$ cat src/rtl/spi_scan_pkg.sv
package spi_scan_pkg;
  localparam int WORD_W = 16;
  localparam int CH_W = 4;
  localparam int NUM_CH = 16;
  localparam int RAW_W = 12;
  // command word bit positions, decoded by the converter
  localparam int BIT_MANUAL = 12;
  localparam int BIT_WRITE = 11;
  localparam int BIT_CH_LO = 7;
  localparam int BIT_RANGE = 6;

  typedef struct packed {
    logic startScan;
    logic loadFrame;
    logic sampleBit;
    logic shiftBit;
    logic endFrame;
  } seqStrobeT;
endpackage

$ cat src/rtl/spi_scan_ctrl.sv
module spi_scan_ctrl
  import spi_scan_pkg::*;
#(
  parameter int CLK_DIV = 4
) (
  input  logic      clk,
  input  logic      rstN,
  input  logic      trigger,
  input  logic      maskZero,
  input  logic      moreWork,
  output seqStrobeT strobe,
  output logic      sclk,
  output logic      csN,
  output logic      scanDone
);
  localparam int HALF = CLK_DIV / 2;
  localparam int DIV_W = (CLK_DIV > 2) ? $clog2(CLK_DIV) : 1;
  localparam int BIT_W = $clog2(WORD_W);

  typedef enum logic [1:0] {ST_IDLE, ST_LOAD, ST_SHIFT, ST_GAP} seqStateT;

  seqStateT state;
  logic [DIV_W-1:0] divCnt;
  logic [BIT_W-1:0] bitCnt;
  logic tickEnd;
  logic lastBit;

  assign tickEnd = (divCnt == DIV_W'(CLK_DIV - 1));
  assign lastBit = (bitCnt == BIT_W'(WORD_W - 1));

  always_comb begin
    strobe = '0;
    strobe.startScan = (state == ST_IDLE) && trigger && !maskZero;
    strobe.loadFrame = (state == ST_LOAD);
    strobe.sampleBit = (state == ST_SHIFT) && (divCnt == DIV_W'(HALF - 1));
    strobe.shiftBit  = (state == ST_SHIFT) && tickEnd && !lastBit;
    strobe.endFrame  = (state == ST_SHIFT) && tickEnd && lastBit;
  end

  // low half of each bit period first, then high half (mode 0)
  assign sclk = (state == ST_SHIFT) && (divCnt >= DIV_W'(HALF));
  assign csN  = (state != ST_SHIFT);

  always_ff @(posedge clk or negedge rstN) begin
    if (!rstN) begin
      state    <= ST_IDLE;
      divCnt   <= '0;
      bitCnt   <= '0;
      scanDone <= 1'b0;
    end else begin
      scanDone <= 1'b0;
      case (state)
        ST_IDLE: begin
          if (trigger) begin
            if (maskZero) scanDone <= 1'b1;
            else          state    <= ST_LOAD;
          end
        end
        ST_LOAD: begin
          state  <= ST_SHIFT;
          divCnt <= '0;
          bitCnt <= '0;
        end
        ST_SHIFT: begin
          if (tickEnd) begin
            divCnt <= '0;
            if (lastBit) state <= ST_GAP;
            else         bitCnt <= bitCnt + 1'b1;
          end else begin
            divCnt <= divCnt + 1'b1;
          end
        end
        ST_GAP: begin
          if (tickEnd) begin
            divCnt <= '0;
            if (moreWork) begin
              state <= ST_LOAD;
            end else begin
              state    <= ST_IDLE;
              scanDone <= 1'b1;
            end
          end else begin
            divCnt <= divCnt + 1'b1;
          end
        end
        default: state <= ST_IDLE;
      endcase
    end
  end
endmodule

$ cat src/rtl/spi_scan_datapath.sv
module spi_scan_datapath
  import spi_scan_pkg::*;
#(
  parameter int RES_BITS = 12
) (
  input  logic              clk,
  input  logic              rstN,
  input  seqStrobeT         strobe,
  input  logic [NUM_CH-1:0] chanMask,
  input  logic              rangeHigh,
  input  logic              miso,
  output logic              mosi,
  output logic              maskZero,
  output logic              moreWork,
  output logic              resValid,
  output logic [CH_W-1:0]   resChan,
  output logic [RAW_W-1:0]  resSample,
  output logic              resMismatch
);
  localparam int ALIGN_SHIFT = RAW_W - RES_BITS;
  localparam int LAG = 2;

  logic [NUM_CH-1:0] remMask;
  logic              rangeLat;
  logic [WORD_W-1:0] txShift;
  logic [WORD_W-1:0] rxShift;
  logic              curValid;
  logic [CH_W-1:0]   curChan;
  logic [LAG-1:0]            pipeValid;
  logic [LAG-1:0][CH_W-1:0]  pipeChan;
  logic [CH_W-1:0]   nextChan;
  logic [WORD_W-1:0] cmdWord;

  function automatic logic [CH_W-1:0] lowestSet(input logic [NUM_CH-1:0] m);
    lowestSet = '0;
    for (int i = NUM_CH - 1; i >= 0; i--) begin
      if (m[i]) lowestSet = CH_W'(i);
    end
  endfunction

  assign nextChan = lowestSet(remMask);

  always_comb begin
    cmdWord = '0;
    cmdWord[BIT_MANUAL] = 1'b1;
    cmdWord[BIT_WRITE]  = 1'b1;
    cmdWord[BIT_CH_LO +: CH_W] = nextChan;
    cmdWord[BIT_RANGE]  = rangeLat;
  end

  assign mosi     = txShift[WORD_W-1];
  assign maskZero = (chanMask == '0);
  assign moreWork = (|remMask) || (|pipeValid);

  always_ff @(posedge clk or negedge rstN) begin
    if (!rstN) begin
      remMask     <= '0;
      rangeLat    <= 1'b0;
      txShift     <= '0;
      rxShift     <= '0;
      curValid    <= 1'b0;
      curChan     <= '0;
      pipeValid   <= '0;
      pipeChan    <= '0;
      resValid    <= 1'b0;
      resChan     <= '0;
      resSample   <= '0;
      resMismatch <= 1'b0;
    end else begin
      resValid    <= 1'b0;
      resMismatch <= 1'b0;
      if (strobe.startScan) begin
        remMask   <= chanMask;
        rangeLat  <= rangeHigh;
        pipeValid <= '0;
      end
      if (strobe.loadFrame) begin
        if (|remMask) begin
          curValid          <= 1'b1;
          curChan           <= nextChan;
          remMask[nextChan] <= 1'b0;
          txShift           <= cmdWord;
        end else begin
          curValid <= 1'b0;
          txShift  <= '0;
        end
      end
      if (strobe.sampleBit) rxShift <= {rxShift[WORD_W-2:0], miso};
      if (strobe.shiftBit)  txShift <= {txShift[WORD_W-2:0], 1'b0};
      if (strobe.endFrame) begin
        txShift      <= '0;
        pipeValid[1] <= pipeValid[0];
        pipeChan[1]  <= pipeChan[0];
        pipeValid[0] <= curValid;
        pipeChan[0]  <= curChan;
        resValid     <= pipeValid[1];
        resChan      <= pipeChan[1];
        resSample    <= rxShift[RAW_W-1:0] >> ALIGN_SHIFT;
        resMismatch  <= pipeValid[1] && (rxShift[WORD_W-1 -: CH_W] != pipeChan[1]);
      end
    end
  end
endmodule

$ cat src/rtl/spi_scan_seq.sv
module spi_scan_seq
  import spi_scan_pkg::*;
#(
  parameter int CLK_DIV  = 4,
  parameter int RES_BITS = 12
) (
  input  logic        clk,
  input  logic        rstN,
  input  logic        trigger,
  input  logic [15:0] chanMask,
  input  logic        rangeHigh,
  input  logic        miso,
  output logic        sclk,
  output logic        mosi,
  output logic        csN,
  output logic        resValid,
  output logic [3:0]  resChan,
  output logic [11:0] resSample,
  output logic        resMismatch,
  output logic        scanDone
);
  seqStrobeT strobe;
  logic maskZero;
  logic moreWork;

  spi_scan_ctrl #(.CLK_DIV(CLK_DIV)) ctrl_i (
    .clk      (clk),
    .rstN     (rstN),
    .trigger  (trigger),
    .maskZero (maskZero),
    .moreWork (moreWork),
    .strobe   (strobe),
    .sclk     (sclk),
    .csN      (csN),
    .scanDone (scanDone)
  );

  spi_scan_datapath #(.RES_BITS(RES_BITS)) data_i (
    .clk         (clk),
    .rstN        (rstN),
    .strobe      (strobe),
    .chanMask    (chanMask),
    .rangeHigh   (rangeHigh),
    .miso        (miso),
    .mosi        (mosi),
    .maskZero    (maskZero),
    .moreWork    (moreWork),
    .resValid    (resValid),
    .resChan     (resChan),
    .resSample   (resSample),
    .resMismatch (resMismatch)
  );
endmodule

$ cat config.mk
export PLATFORM = sky130hd
export DESIGN_NAME = spi_scan_seq
export DESIGN_NICKNAME = d
export VERILOG_FILES = /design/src/rtl/spi_scan_pkg.sv /design/src/rtl/spi_scan_ctrl.sv /design/src/rtl/spi_scan_datapath.sv /design/src/rtl/spi_scan_seq.sv
export SDC_FILE = /design/constraint.sdc
export NUM_CORES = 1
export LEC_CHECK = 0
export BUFFER_PORTS_ARGS = -buffer_cell sky130_fd_sc_hd__buf_2
export CAP_MARGIN = 20
export CORE_UTILIZATION = 58
export CTS_CLUSTER_SIZE = 28
export DETAILED_ROUTE_END_ITERATION = 8
export GPL_ROUTABILITY_DRIVEN = 0
export MAX_ROUTING_LAYER = met4
export PLACE_DENSITY_LB_ADDON = 0.08
export SYNTH_ARGS = -nofsm -noshare
export SYNTH_HDL_FRONTEND = slang
export SYNTH_HIERARCHICAL = 1
export SYNTH_SLANG_ARGS = --single-unit
$ cat constraint.sdc
create_clock -name clk -period 2.8 [get_ports clk]
set_input_delay 0.28 -clock clk [delete_from_list [all_inputs] [get_ports clk]]
set_output_delay 0.28 -clock clk [all_outputs]
set_load 0.01 [all_outputs]
==> flow_summary.json <==
{
  "overflow": 0,
  "dp_hpwl_um": 4970,
  "min_path_cells": 2,
  "fill_cells": 517,
  "cts_htree_levels": 3,
  "final_core_util_pct": 69.4,
  "drv_slew": 0,
  "end_kind": "register",
  "portBuffers": 42,
  "grt_max_degree": 86,
  "avgSynthCellArea_um2": 11.5,
  "hold_path.class": "input port to register",
  "synthCells": 341,
  "path_max_fanout": 6,
  "power_mw": 2.17,
  "worstPathRequired_ns": 3.03,
  "antenna_found_initial": 0,
  "drc": 2,
  "crit_type": "register to register",
  "cts_buffer_depth": 2,
  "powerDensity_nw_per_um2": 484,
  "synth_ff_type": "dfrtp_1",
  "routed_wirelength_um": 7350,
  "n_antenna_cell": 0,
  "core_um2": 6460,
  "synth.top_cells.by_count": "dfrtp_1 (85), mux2_2 (41), nor2_1 (27)",
  "rows": 29,
  "critical_path.max_stage_delay_ns": 0.68,
  "clk_pin_slew_ns": 0.09,
  "slew_headroom_pct": 51.3,
  "period_needed_ns": 2.34,
  "hold_end": "data_i/rxShift[0]",
  "io_pins": 43,
  "root_buffer": "clkbuf_8",
  "cts-resized-gates": 0,
  "via_per_inst": 5.86,
  "crit_path_top_delay_cell": "nor4_1",
  "synth_area_um2": 3930,
  "leakage_nw": 2.22,
  "cts_sinks": 85,
  "synth.area.top_cells": "dfrtp_1 (54%), mux2_2 (12%), mux2i_1 (4.3%)",
  "r2r.worst_path.cells": 6,
  "fin_nets": 421,
  "synth_edf_count": 0,
  "post_cts_buffers": 0,
  "chipWidth_um": 84.3,
  "r2r_end": "ctrl_i/state[0]",
  "fmaxAchievable_mhz": 428,
  "status": "complete, but fails checks",
  "worst_setup_path_start_kind": "register",
  "cts_tree": "done",
  "area_growth_pct": 14.1,
  "fin_crit_sh_pct": 83.4,
  "cts_made_buffers": 9,
  "worst_pin_slew_ns": 0.724,
  "async_reset_ff_share_pct": 100,
  "dr.pass1.iters": 8,
  "hold_violations": 0,
  "synth_top_area_share_pct": 54.1,
  "grt_util_all_layers_pct": 24.0,
  "fin_setup_tns_ns": 0,
  "setup_viol": 0,
  "timing.rr.start": "data_i/remMask[3]",
  "rsz0062_at_grt": "no",
  "ys_ff_latch": 85,
  "yosys_warnings": 6,
  "vdd_drop_max_uv": 349,
  "cp.arrival_ns": 2.57,
  "die-area_um2": 7110,
  "r2r_setup_slack_ns": 0.46,
  "ys_types": 47,
  "skew_ns": 0.00954,
  "drive_gt1_share_pct": 29.4,
  "grt_pass1_vias": 2704,
  "cap_viol_max_count": 0,
  "drt_iter0_markers": 107,
  "ys_seq_area_share_pct": 54.1,
  "hp-start": "miso",
  "failed_checks": "design-rule violations",
  "yosysTopAreaCell": "dfrtp_1",
  "synth.most_common_cell": "dfrtp_1",
  "clk_latency_ns": 0.35,
  "synth_fp_nets": 372,
  "vias": 2759,
  "initial_utilization_pct": 60.8,
  "ant_nets": 0,
  "die_height_um": 84.3,
  "crit_path_cell_trace": "nor4_1 -> nand4_1 -> or3_1 -> and3_1 -> a211oi_1 -> mux2i_1",
  "grt_pass1_wl_um": 13000,
  "wl_per_cell_um": 15.6
}
[timing repair]
item / in CTS / in global routing
endpoints found under the hold margin: 0 / 14
hold buffers: 0 / 1
setup endpoints to repair: 0 / 0
[through the flow]
stage | setup WS [ns] | instances | instance area (µm²) | hold WS [ns]
3_5_place_dp | 0.517 | 453 | 4240 | 0.471
3_3_place_gp | 0.590 | 453 | 4240 | 0.454
6_report | 0.465 | 471 | 4480 | 0.149
4_1_cts | 0.489 | 468 | 4430 | 0.139
2_1_floorplan | 0.621 | 341 | 3930 | -0.0156
5_1_grt | 0.253 | 471 | 4480 | 0.143
[power breakdown]
part           switching [mW]  internal, mW
Combinational          0.0344        0.0231
Clock                   0.453         0.418
Sequential            0.00587          1.24
[worst max-delay path by stage]
stage	cells after the start	end	slack, ns	from
finish	6	ctrl_i/state[0]	0.46	data_i/remMask[3]
global placement	6	ctrl_i/state[0]	0.59	data_i/remMask[3]
floorplan	7	data_i/rxShift[10]	0.62	ctrl_i/state[0]
detailed placement	6	ctrl_i/state[0]	0.52	data_i/remMask[3]
CTS	6	ctrl_i/state[0]	0.49	data_i/remMask[3]
global route	6	ctrl_i/state[0]	0.25	data_i/remMask[3]
[routing by layer]
metal  up-vias  GRT usage, %  wire length [µm]
met1      1349          34.2              3690
met5         -             -                 0
met4         0          11.4               180
met2        64          33.8              3270
li1       1326             -                 -
met3        20          3.74               213
[area by class of cell]
class / instances / area, µm² / share of cell area (%)
inverters: 12 / 45.0 / 1.00
flip-flops and latches: 85 / 2130 / 47.4
multi-input cells: 232 / 1720 / 38.3
repair buffers: 50 / 303 / 6.75
clock inverters: 6 / 71.3 / 1.59
well taps: 77 / 96.3 / 2.15
clock buffers: 9 / 124 / 2.76
[critical path: cells and delay by family (launching register included)]
family             cells  cell delay [ns]
AOI/OAI and AO/OA      1             0.16
muxes                  1             0.10
DFF                    1             0.45
and+or+nand+nor        4             1.52
[registers in the layout (all words and copies together) (netlist names)]
name and flops:
data_i/rxShift 16, data_i/txShift 10, ctrl_i/divCnt 2, data_i/remMask 16, ctrl_i/state 2, data_i/rangeLat 1
ctrl_i/bitCnt 4, data_i/resSample 12, data_i/curChan 4, data_i/curValid 1, data_i/resValid 1, ctrl_i/scanDone 1
data_i/resChan 4, data_i/pipeValid 2, data_i/pipeChan 8, data_i/resMismatch 1
[cell families (layout without fill, tap and decap cells)]
kind of cell	Yosys count	count (layout)	synth area share (%)
mux	59	59	16.5
flops	85	85	54.1
buf+inv	24	77	2.32
xor+xnor	5	5	1.11
fa+ha+maj	10	10	3.18
compound gates	66	66	10.7
simple gates	92	92	12.1
[layout by cell type, fill, tap and decap left out, types with 2 or more instances in the layout]
cell type	instances
nor2_1	25
o21ai_0	11
a41oi_1	2
or3_1	4
nand4_1	2
dfrtp_1	85
nor2b_1	7
nand2b_1	5
mux2i_1	17
and2_1	3
o31ai_1	4
nor4_1	7
a31oi_1	6
inv_1	11
buf_2	41
nand3_1	2
ha_1	10
clkbuf_8	9
inv_6	2
xor2_1	5
nand2_1	18
nor2_2	2
mux2_2	41
nor4_2	2
a22oi_1	5
nor3_1	8
a21o_1	2
a21oi_1	24
a22o_1	2
buf_4	6
No activity file was read; power rests on OpenSTA's default activity.
